==> src/rtl/pt_pkg.sv <==
package pt_pkg;
  localparam int PTE_W     = 32;
  localparam int PTE_V_BIT = 31;
  localparam int PTE_R_LO  = 29;

  typedef logic [1:0] acc_t;
  localparam acc_t ACC_LOAD  = 2'b00;
  localparam acc_t ACC_STORE = 2'b01;
  localparam acc_t ACC_FETCH = 2'b10;

  typedef logic [1:0] rights_t;
  localparam rights_t RGT_RO = 2'b00;
  localparam rights_t RGT_RW = 2'b01;
  localparam rights_t RGT_EX = 2'b10;

  typedef logic [1:0] fault_t;
  localparam fault_t FLT_NONE = 2'b00;
  localparam fault_t FLT_PAGE = 2'b01;
  localparam fault_t FLT_PROT = 2'b10;

  typedef enum logic [1:0] {
    ST_IDLE  = 2'd0,
    ST_ISSUE = 2'd1,
    ST_WAIT  = 2'd2,
    ST_RESP  = 2'd3
  } walk_st_e;
endpackage

==> src/rtl/pt_base_reg.sv <==
module pt_base_reg #(
  parameter int AW = 32
) (
  input  logic          clk_i,
  input  logic          rst_ni,
  input  logic          we_i,
  input  logic [AW-1:0] wdata_i,
  output logic [AW-1:0] eff_o
);
  logic [AW-1:0] base_q;

  always_ff @(posedge clk_i or negedge rst_ni) begin
    if (!rst_ni)   base_q <= '0;
    else if (we_i) base_q <= wdata_i;
  end

  // same-cycle write is forwarded to a request accepted on that edge
  assign eff_o = we_i ? wdata_i : base_q;
endmodule

==> src/rtl/pt_addr_gen.sv <==
module pt_addr_gen #(
  parameter int AW        = 32,
  parameter int VPN_W     = 22,
  parameter int PTE_BYTES = 4
) (
  input  logic [AW-1:0]    base_i,
  input  logic [VPN_W-1:0] vpn_i,
  output logic [AW-1:0]    addr_o
);
  localparam int SHIFT = $clog2(PTE_BYTES);

  logic [AW-1:0] idx_ext;
  assign idx_ext = AW'(vpn_i);
  assign addr_o  = base_i + (idx_ext << SHIFT);
endmodule

==> src/rtl/pt_pte_check.sv <==
module pt_pte_check
  import pt_pkg::*;
#(
  parameter int OFS_W = 10,
  parameter int PA_W  = 32
) (
  input  logic [PTE_W-1:0] pte_i,
  input  acc_t             acc_i,
  input  logic [OFS_W-1:0] ofs_i,
  output fault_t           fault_o,
  output logic [PA_W-1:0]  paddr_o
);
  localparam int PPN_W = PA_W - OFS_W;

  logic    valid;
  rights_t rgt;
  logic    allowed;

  assign valid = pte_i[PTE_V_BIT];
  assign rgt   = pte_i[PTE_R_LO +: 2];

  always_comb begin
    allowed = 1'b0;
    unique case (acc_i)
      ACC_LOAD:  allowed = (rgt != 2'b11);
      ACC_STORE: allowed = (rgt == RGT_RW);
      ACC_FETCH: allowed = (rgt == RGT_EX);
      default:   allowed = 1'b0;
    endcase
  end

  always_comb begin
    if (!valid) begin
      fault_o = FLT_PAGE;
      paddr_o = '0;
    end else if (!allowed) begin
      fault_o = FLT_PROT;
      paddr_o = '0;
    end else begin
      fault_o = FLT_NONE;
      paddr_o = {pte_i[PPN_W-1:0], ofs_i};
    end
  end
endmodule

==> src/rtl/pt_walk_ctrl.sv <==
module pt_walk_ctrl
  import pt_pkg::*;
#(
  parameter int AW    = 32,
  parameter int OFS_W = 10,
  parameter int PA_W  = 32
) (
  input  logic             clk_i,
  input  logic             rst_ni,
  input  logic             req_valid_i,
  output logic             req_ready_o,
  input  logic [OFS_W-1:0] req_ofs_i,
  input  acc_t             req_acc_i,
  input  logic [AW-1:0]    entry_addr_i,
  output logic             mem_req_o,
  output logic [AW-1:0]    mem_addr_o,
  input  logic             mem_rvalid_i,
  output logic [OFS_W-1:0] ofs_o,
  output acc_t             acc_o,
  input  fault_t           chk_fault_i,
  input  logic [PA_W-1:0]  chk_paddr_i,
  output logic             rsp_valid_o,
  input  logic             rsp_ready_i,
  output logic [PA_W-1:0]  rsp_paddr_o,
  output fault_t           rsp_fault_o
);
  walk_st_e         st_q, st_d;
  logic [AW-1:0]    addr_q;
  logic [OFS_W-1:0] ofs_q;
  acc_t             acc_q;
  logic [PA_W-1:0]  paddr_q;
  fault_t           fault_q;
  logic             accept, capture;

  assign accept  = req_valid_i && (st_q == ST_IDLE);
  assign capture = mem_rvalid_i && (st_q == ST_WAIT);

  always_comb begin
    st_d = st_q;
    unique case (st_q)
      ST_IDLE:  if (req_valid_i) st_d = ST_ISSUE;
      ST_ISSUE: st_d = ST_WAIT;
      ST_WAIT:  if (mem_rvalid_i) st_d = ST_RESP;
      ST_RESP:  if (rsp_ready_i) st_d = ST_IDLE;
      default:  st_d = ST_IDLE;
    endcase
  end

  always_ff @(posedge clk_i or negedge rst_ni) begin
    if (!rst_ni) st_q <= ST_IDLE;
    else         st_q <= st_d;
  end

  always_ff @(posedge clk_i or negedge rst_ni) begin
    if (!rst_ni) begin
      addr_q <= '0;
      ofs_q  <= '0;
      acc_q  <= ACC_LOAD;
    end else if (accept) begin
      addr_q <= entry_addr_i;
      ofs_q  <= req_ofs_i;
      acc_q  <= req_acc_i;
    end
  end

  always_ff @(posedge clk_i or negedge rst_ni) begin
    if (!rst_ni) begin
      paddr_q <= '0;
      fault_q <= FLT_NONE;
    end else if (capture) begin
      paddr_q <= chk_paddr_i;
      fault_q <= chk_fault_i;
    end
  end

  assign req_ready_o = (st_q == ST_IDLE);
  assign mem_req_o   = (st_q == ST_ISSUE);
  assign mem_addr_o  = addr_q;
  assign ofs_o       = ofs_q;
  assign acc_o       = acc_q;
  assign rsp_valid_o = (st_q == ST_RESP);
  assign rsp_paddr_o = paddr_q;
  assign rsp_fault_o = fault_q;
endmodule

==> src/rtl/pt_walker.sv <==
module pt_walker
  import pt_pkg::*;
#(
  parameter int VA_W      = 32,
  parameter int PA_W      = 32,
  parameter int AW        = 32,
  parameter int OFS_W     = 10,
  parameter int PTE_BYTES = 4
) (
  input  logic              clk_i,
  input  logic              rst_ni,
  input  logic              base_we_i,
  input  logic [AW-1:0]     base_wdata_i,
  input  logic              req_valid_i,
  output logic              req_ready_o,
  input  logic [VA_W-1:0]   req_vaddr_i,
  input  logic [1:0]        req_acc_i,
  output logic              mem_req_o,
  output logic [AW-1:0]     mem_addr_o,
  input  logic              mem_rvalid_i,
  input  logic [PTE_W-1:0]  mem_rdata_i,
  output logic              rsp_valid_o,
  input  logic              rsp_ready_i,
  output logic [PA_W-1:0]   rsp_paddr_o,
  output logic [1:0]        rsp_fault_o
);
  localparam int VPN_W = VA_W - OFS_W;

  logic [AW-1:0]    base_eff;
  logic [AW-1:0]    entry_addr;
  logic [OFS_W-1:0] ofs_q;
  acc_t             acc_q;
  fault_t           chk_fault;
  logic [PA_W-1:0]  chk_paddr;

  pt_base_reg #(.AW(AW)) u_base (
    .clk_i   (clk_i),
    .rst_ni  (rst_ni),
    .we_i    (base_we_i),
    .wdata_i (base_wdata_i),
    .eff_o   (base_eff)
  );

  pt_addr_gen #(.AW(AW), .VPN_W(VPN_W), .PTE_BYTES(PTE_BYTES)) u_addr (
    .base_i (base_eff),
    .vpn_i  (req_vaddr_i[VA_W-1:OFS_W]),
    .addr_o (entry_addr)
  );

  pt_pte_check #(.OFS_W(OFS_W), .PA_W(PA_W)) u_chk_pte (
    .pte_i   (mem_rdata_i),
    .acc_i   (acc_q),
    .ofs_i   (ofs_q),
    .fault_o (chk_fault),
    .paddr_o (chk_paddr)
  );

  pt_walk_ctrl #(.AW(AW), .OFS_W(OFS_W), .PA_W(PA_W)) u_ctrl (
    .clk_i        (clk_i),
    .rst_ni       (rst_ni),
    .req_valid_i  (req_valid_i),
    .req_ready_o  (req_ready_o),
    .req_ofs_i    (req_vaddr_i[OFS_W-1:0]),
    .req_acc_i    (req_acc_i),
    .entry_addr_i (entry_addr),
    .mem_req_o    (mem_req_o),
    .mem_addr_o   (mem_addr_o),
    .mem_rvalid_i (mem_rvalid_i),
    .ofs_o        (ofs_q),
    .acc_o        (acc_q),
    .chk_fault_i  (chk_fault),
    .chk_paddr_i  (chk_paddr),
    .rsp_valid_o  (rsp_valid_o),
    .rsp_ready_i  (rsp_ready_i),
    .rsp_paddr_o  (rsp_paddr_o),
    .rsp_fault_o  (rsp_fault_o)
  );
endmodule

==> config.mk <==
export PLATFORM = sky130hd
export DESIGN_NAME = pt_walker
export DESIGN_NICKNAME = d
export VERILOG_FILES = /design/src/rtl/pt_pkg.sv /design/src/rtl/pt_base_reg.sv /design/src/rtl/pt_addr_gen.sv /design/src/rtl/pt_pte_check.sv /design/src/rtl/pt_walk_ctrl.sv /design/src/rtl/pt_walker.sv
export SDC_FILE = /design/constraint.sdc
export NUM_CORES = 1
export LEC_CHECK = 0
export ABC_AREA = 0
export BUFFER_PORTS_ARGS = -buffer_cell sky130_fd_sc_hd__buf_2
export CAP_MARGIN = 15
export CORE_MARGIN = 2
export CORE_UTILIZATION = 55
export DETAILED_ROUTE_END_ITERATION = 7
export HOLD_SLACK_MARGIN = 0.02
export PLACE_DENSITY = 0.9
export SLEW_MARGIN = 20
export SYNTH_ARGS = -nofsm -noshare
export SYNTH_HDL_FRONTEND = slang
export SYNTH_SLANG_ARGS = --single-unit
==> constraint.sdc <==
create_clock -name clk_i -period 5.2 [get_ports clk_i]
set_input_delay 0.52 -clock clk_i [delete_from_list [all_inputs] [get_ports clk_i]]
set_output_delay 0.52 -clock clk_i [all_outputs]
set_load 0.005 [all_outputs]
# Word level (Yosys, flattened, before mapping)
# Index checks and enable logic that the tools add are counted.
[op_classes]
n_addsub = 1
eq_ne = 11
n_mux = 10
n_reduce_logical = 5
[ops]
columns = ["cell", "count"]
rows = [
  ["$mux W32", 3],
  ["$add A32 B24 Y32", 1],
  ["$mux W2", 5],
  ["$eq A2 B2 Y1 const B", 4],
  ["$pmux W2 S4", 1],
  ["$eq A2 B1 Y1 const B", 3],
  ["$ne A2 B2 Y1 const B", 3],
  ["$logic_not A2 Y1", 2],
  ["$pmux W1 S3", 1],
  ["$reduce_and A3 Y1", 1],
  ["$logic_and A1 B1 Y1", 2],
  ["$ne A2 B1 Y1 const B", 1],
]
[totals]
register_bits = 112
in_bits = 104
output_inout_bits = 69
word_cells = 34

# Logic depth before layout (Yosys ltp)
[depth]
depth_word = 4
ltp_mapped = 14
depth_no_buf = 11

# Hierarchy
# A second synthesis with hierarchy kept.
[unflattened]
hier_cells = 505
hier_area_um2 = 6170.9
[by_module_without_submodules]
columns = ["module", "n_inst", "cells_per_inst", "area_each_um2", "seq_area_each_um2"]
rows = [
  ["pt_walk_ctrl", 1, 182, 3045.4, 2001.9],
  ["pt_addr_gen", 1, 206, 1437.6, 0.0],
  ["pt_base_reg", 1, 68, 1345.0, 800.8],
  ["pt_pte_check", 1, 49, 342.8, 0.0],
]

# Least setup slack after synthesis
# No wires, ideal clock.
[synth_path]
kind = "in2reg"
from = "input base_we_i"
to = "register u_ctrl.addr_q[23] (netlist: u_ctrl.mem_addr_o[23])"
setup_time_ps = 69
arrival_time_ps = 3478
t_required_ps = 5131
path_slack_ps = 1653
stages = 12
path_buffers = 3
cell_sequence = "buf_2 -> buf_1 -> buf_1 -> mux2_2 -> ha_1 -> and3_4 -> and3_4 -> a211oi_4 -> a31oi_2 -> and3_4 -> or3_1 -> nand3_1"
[synth_between]
elab_chain_cells = 2
[synth_rtl]
columns = ["element", "line_no", "text"]
rows = [
  ["from (decl)", "pt_walker.sv:12", "input logic base_we_i,"],
  ["$mux W32", "--", ""],
  ["net base_eff[9]", "pt_walker.sv:29", "logic [AW-1:0] base_eff;"],
  ["$add A32 B24 Y32", "pt_addr_gen.sv:14", "assign addr_o = base_i + (idx_ext << SHIFT);"],
  ["to (signal assigned)", "pt_walk_ctrl.sv:60", "addr_q <= entry_addr_i;"],
  ["to (decl)", "pt_walk_ctrl.sv:28", "logic [AW-1:0] addr_q;"],
]
# The timed path passes the listed nets, and every way through them passes these cells.
# A chain may end at the register's enable or synchronous reset.

# Final worst setup path
[layout_path]
from = "input base_we_i"
to = "register u_ctrl.addr_q[28] (netlist: u_ctrl.mem_addr_o[28])"
# The elaborated chain is that of the path after synthesis.

==> qor.txt <==
Outcome: finished, final reports clean
Core Rows: 37
Max Cap Viol: 0
Nets: 830
I/O pin count: 173
Largest net degree at the start of global routing: 65
Worst slew margin: 25.38%
RD Place Congestion: 0.8741
EDFF count, synth: 0
Crit-path max FO: 23
Vias in the first global route: 4727
DR pass1 iterations: 4
Yosys Warn Count: 0
FF-to-FF path depth: 11
Max H-tree Level: 3
Fmax: 0.3235 GHz
Post-synth ARST share: 100.0%
Synth cell types: 63
Synth Register Bits: 112
Mapped Nets: 675
Clk buf depth: 2
Worst slack, placed: 1.719 ns
Flop2flop setup slack: 2.48 ns
Detailed Place HPWL: 10340 µm
Die area: 11130 µm²
CP startpoint kind: input port
Starting Density: 55.65%
Clock Sinks: 112
Final setup fails: 0
CTS Hold Bufs: 0
Initial antenna violation count: 0
CTS Root Buffer Type: clkbuf_8
Clock Skew: 0.01337 ns
CTS resizes: 0
Slew Viols, Final: 0
Number of antenna diodes: 0
Core Box Area: 10180 µm²
Layout cells sized above 1: 33.10%
Die width: 105.5 µm
PwrDens: 441.5 nW/µm²
Most frequent cells in the layout: 164 x buf_2, 112 x dfrtp_1, 98 x nand2_1
Number of buffers inserted during clock tree synthesis: 9
Worst EP arrival: 3.36 ns
Worst r2r src: u_base.base_q[2]$_DFF_PN0_
Top FF cell, synth: dfrtp_1
LEAKAGE: 3.460 nW
Buffers on Ports: 165
RSZ-0062 raised after global routing: no
Vias: 4704
Worst hold path type: input port to async pin
Mapped Area: 5668 µm²
Global-route wire length before repair: 22470 µm
Path type of the worst setup path: input port to register
Mapped Cells: 541
WL/cell: 16.61 µm
Worst-Skew Late Latency: 0.39 ns
Syn Area/Cell: 10.48 µm²
Area Growth Syn to Fin: 20.11%
Die height: 105.5 µm
GRT overflow: 0
CTS clk-pin slew, worst paths: 0.12 ns
Post-CTS Setup Inserts: 0
Worst slew pin tran: 1.119 ns
R2r endpoint: u_ctrl.mem_addr_o[28]$_DFFE_PN0P_
Endpoint class of the critical path: register
CTS tree: yes
# fillers: 798
Final Hold Vio Count: 0
Tcrit/Tclk final: 59.45%
DRC: 0
Vias per std cell: 5.620
Post-DRT Antenna Nets: 0
Sequential area share after synthesis: 49.45%
Final Util: 66.84%
Most common cell after layout, fill and taps aside: buf_2
Worst VDD drop: 0.0001891 V
DRT iter0 DRCs: 265
CP Data Required Time: 5.47 ns
Tmin final: 3.091 ns
Final wirelength: 13900 µm
GRT Overall Usage: 25.38%
Setup WS post-layout: 2.109 ns
CP Launch Point: base_we_i
Post-Route Setup TNS: 0 ns
## how the worst max path moves through the flow
stage,to,slack (ns),depth (start not counted)
3_3_place_gp,u_ctrl.mem_addr_o[28]$_DFFE_PN0P_,1.81,12
4_1_cts,u_ctrl.mem_addr_o[28]$_DFFE_PN0P_,2.14,12
5_1_grt,u_ctrl.mem_addr_o[28]$_DFFE_PN0P_,1.87,12
2_1_floorplan,u_ctrl.mem_addr_o[23]$_DFFE_PN0P_,1.65,12
6_report,u_ctrl.mem_addr_o[28]$_DFFE_PN0P_,2.11,12
3_5_place_dp,u_ctrl.mem_addr_o[28]$_DFFE_PN0P_,1.72,12
## state kept, by name (all words and copies together), names as in the netlist
signal	count
u_ctrl.rsp_paddr_o	32
u_ctrl.st_q	2
u_base.base_q	32
u_ctrl.ofs_o	10
u_ctrl.acc_o	2
u_ctrl.mem_addr_o	32
u_ctrl.rsp_fault_o	2
## cell type report
type / instances / area [µm²] / share of cell area (%)
clock buffers: 9 / 123.9 / 1.820
clock inverters: 7 / 70.07 / 1.029
inverters: 10 / 37.54 / 0.5514
multi-input cells: 394 / 2745 / 40.32
flip-flops and latches: 112 / 2803 / 41.17
well taps: 136 / 170.2 / 2.500
repair buffers: 169 / 858.3 / 12.61
## per-layer routing
| metal | vias up | global-route usage [%] | routed length (µm) |
|---|---|---|---|
| li1 | 2246 | - | - |
| met3 | 29 | 5.071 | 983 |
| met2 | 182 | 42.44 | 6685 |
| met5 | - | 0 | 0 |
| met4 | 0 | 10.06 | 317 |
| met1 | 2247 | 32.55 | 5914 |
## critical path: stages
cell and delay, ns:
buf_2 0.44, mux2_2 0.42, ha_1 0.23, inv_1 0.08, fa_1 0.22, nor2b_1 0.07, o31a_1 0.29, o311ai_2 0.39
a21o_1 0.25, a41oi_1 0.16, xnor2_1 0.18, o21ai_1 0.07
## per-stage QoR
| step | hold slack (ns) | cells | area [µm²] | power, mW |
|---|---|---|---|---|
| floorplan | 0.2244 | 541 | 5668 | 2.009 |
| global placement | 0.4555 | 821 | 6611 | 2.424 |
| detailed placement | 0.4638 | 821 | 6611 | 2.501 |
| CTS | 0.2383 | 837 | 6805 | 3.021 |
| global route | 0.2896 | 837 | 6808 | 3.216 |
| finish | 0.2190 | 837 | 6808 | 3.006 |
## kinds of logic (layout without fill, tap and decap cells)
family	count (synthesis)	count (layout)	synth area share, %
DFF	112	112	49.45
AOI/OAI and AO/OA	151	151	19.03
muxes	33	33	6.468
buffers and inverters	35	195	2.428
adders and majority gates	30	30	6.755
and+or+nand+nor	163	163	13.25
xor gates and xnor gates	17	17	2.627
## Yosys cell counts (all sizes together), types with 3 or more instances
| cell | n | area (µm²) |
|---|---|---|
| dfrtp | 112 | 2803 |
| nand2 | 101 | 381.6 |
| o21ai | 37 | 185.2 |
| a22o | 32 | 280.3 |
| ha | 29 | 362.9 |
| mux2 | 29 | 326.6 |
| a21oi | 27 | 142.6 |
| clkbuf | 18 | 67.56 |
| nor2 | 16 | 62.56 |
| a21o | 13 | 97.59 |
| nand3 | 12 | 60.06 |
| xor2 | 11 | 96.34 |
| inv | 10 | 37.54 |
| buf | 7 | 32.53 |
| a211oi | 6 | 62.56 |
| and3 | 6 | 52.55 |
| o21a | 6 | 45.04 |
| xnor2 | 6 | 52.55 |
| nor3 | 5 | 36.29 |
| a21boi | 4 | 30.02 |
| a31oi | 4 | 31.28 |
| mux2i | 4 | 40.04 |
| o31ai | 4 | 30.03 |
| a221oi | 3 | 26.28 |
| nand2b | 3 | 18.77 |
| nand4 | 3 | 18.77 |
| nor2b | 3 | 18.77 |
| nor3b | 3 | 22.52 |
## power breakdown
part	total (mW)	internal (mW)	switching, mW
Sequential	1.35	1.18	0.172
Combinational	1.13	0.525	0.608
Clock	0.521	0.190	0.332
Note: power is estimated with default switching activity, not from simulation.
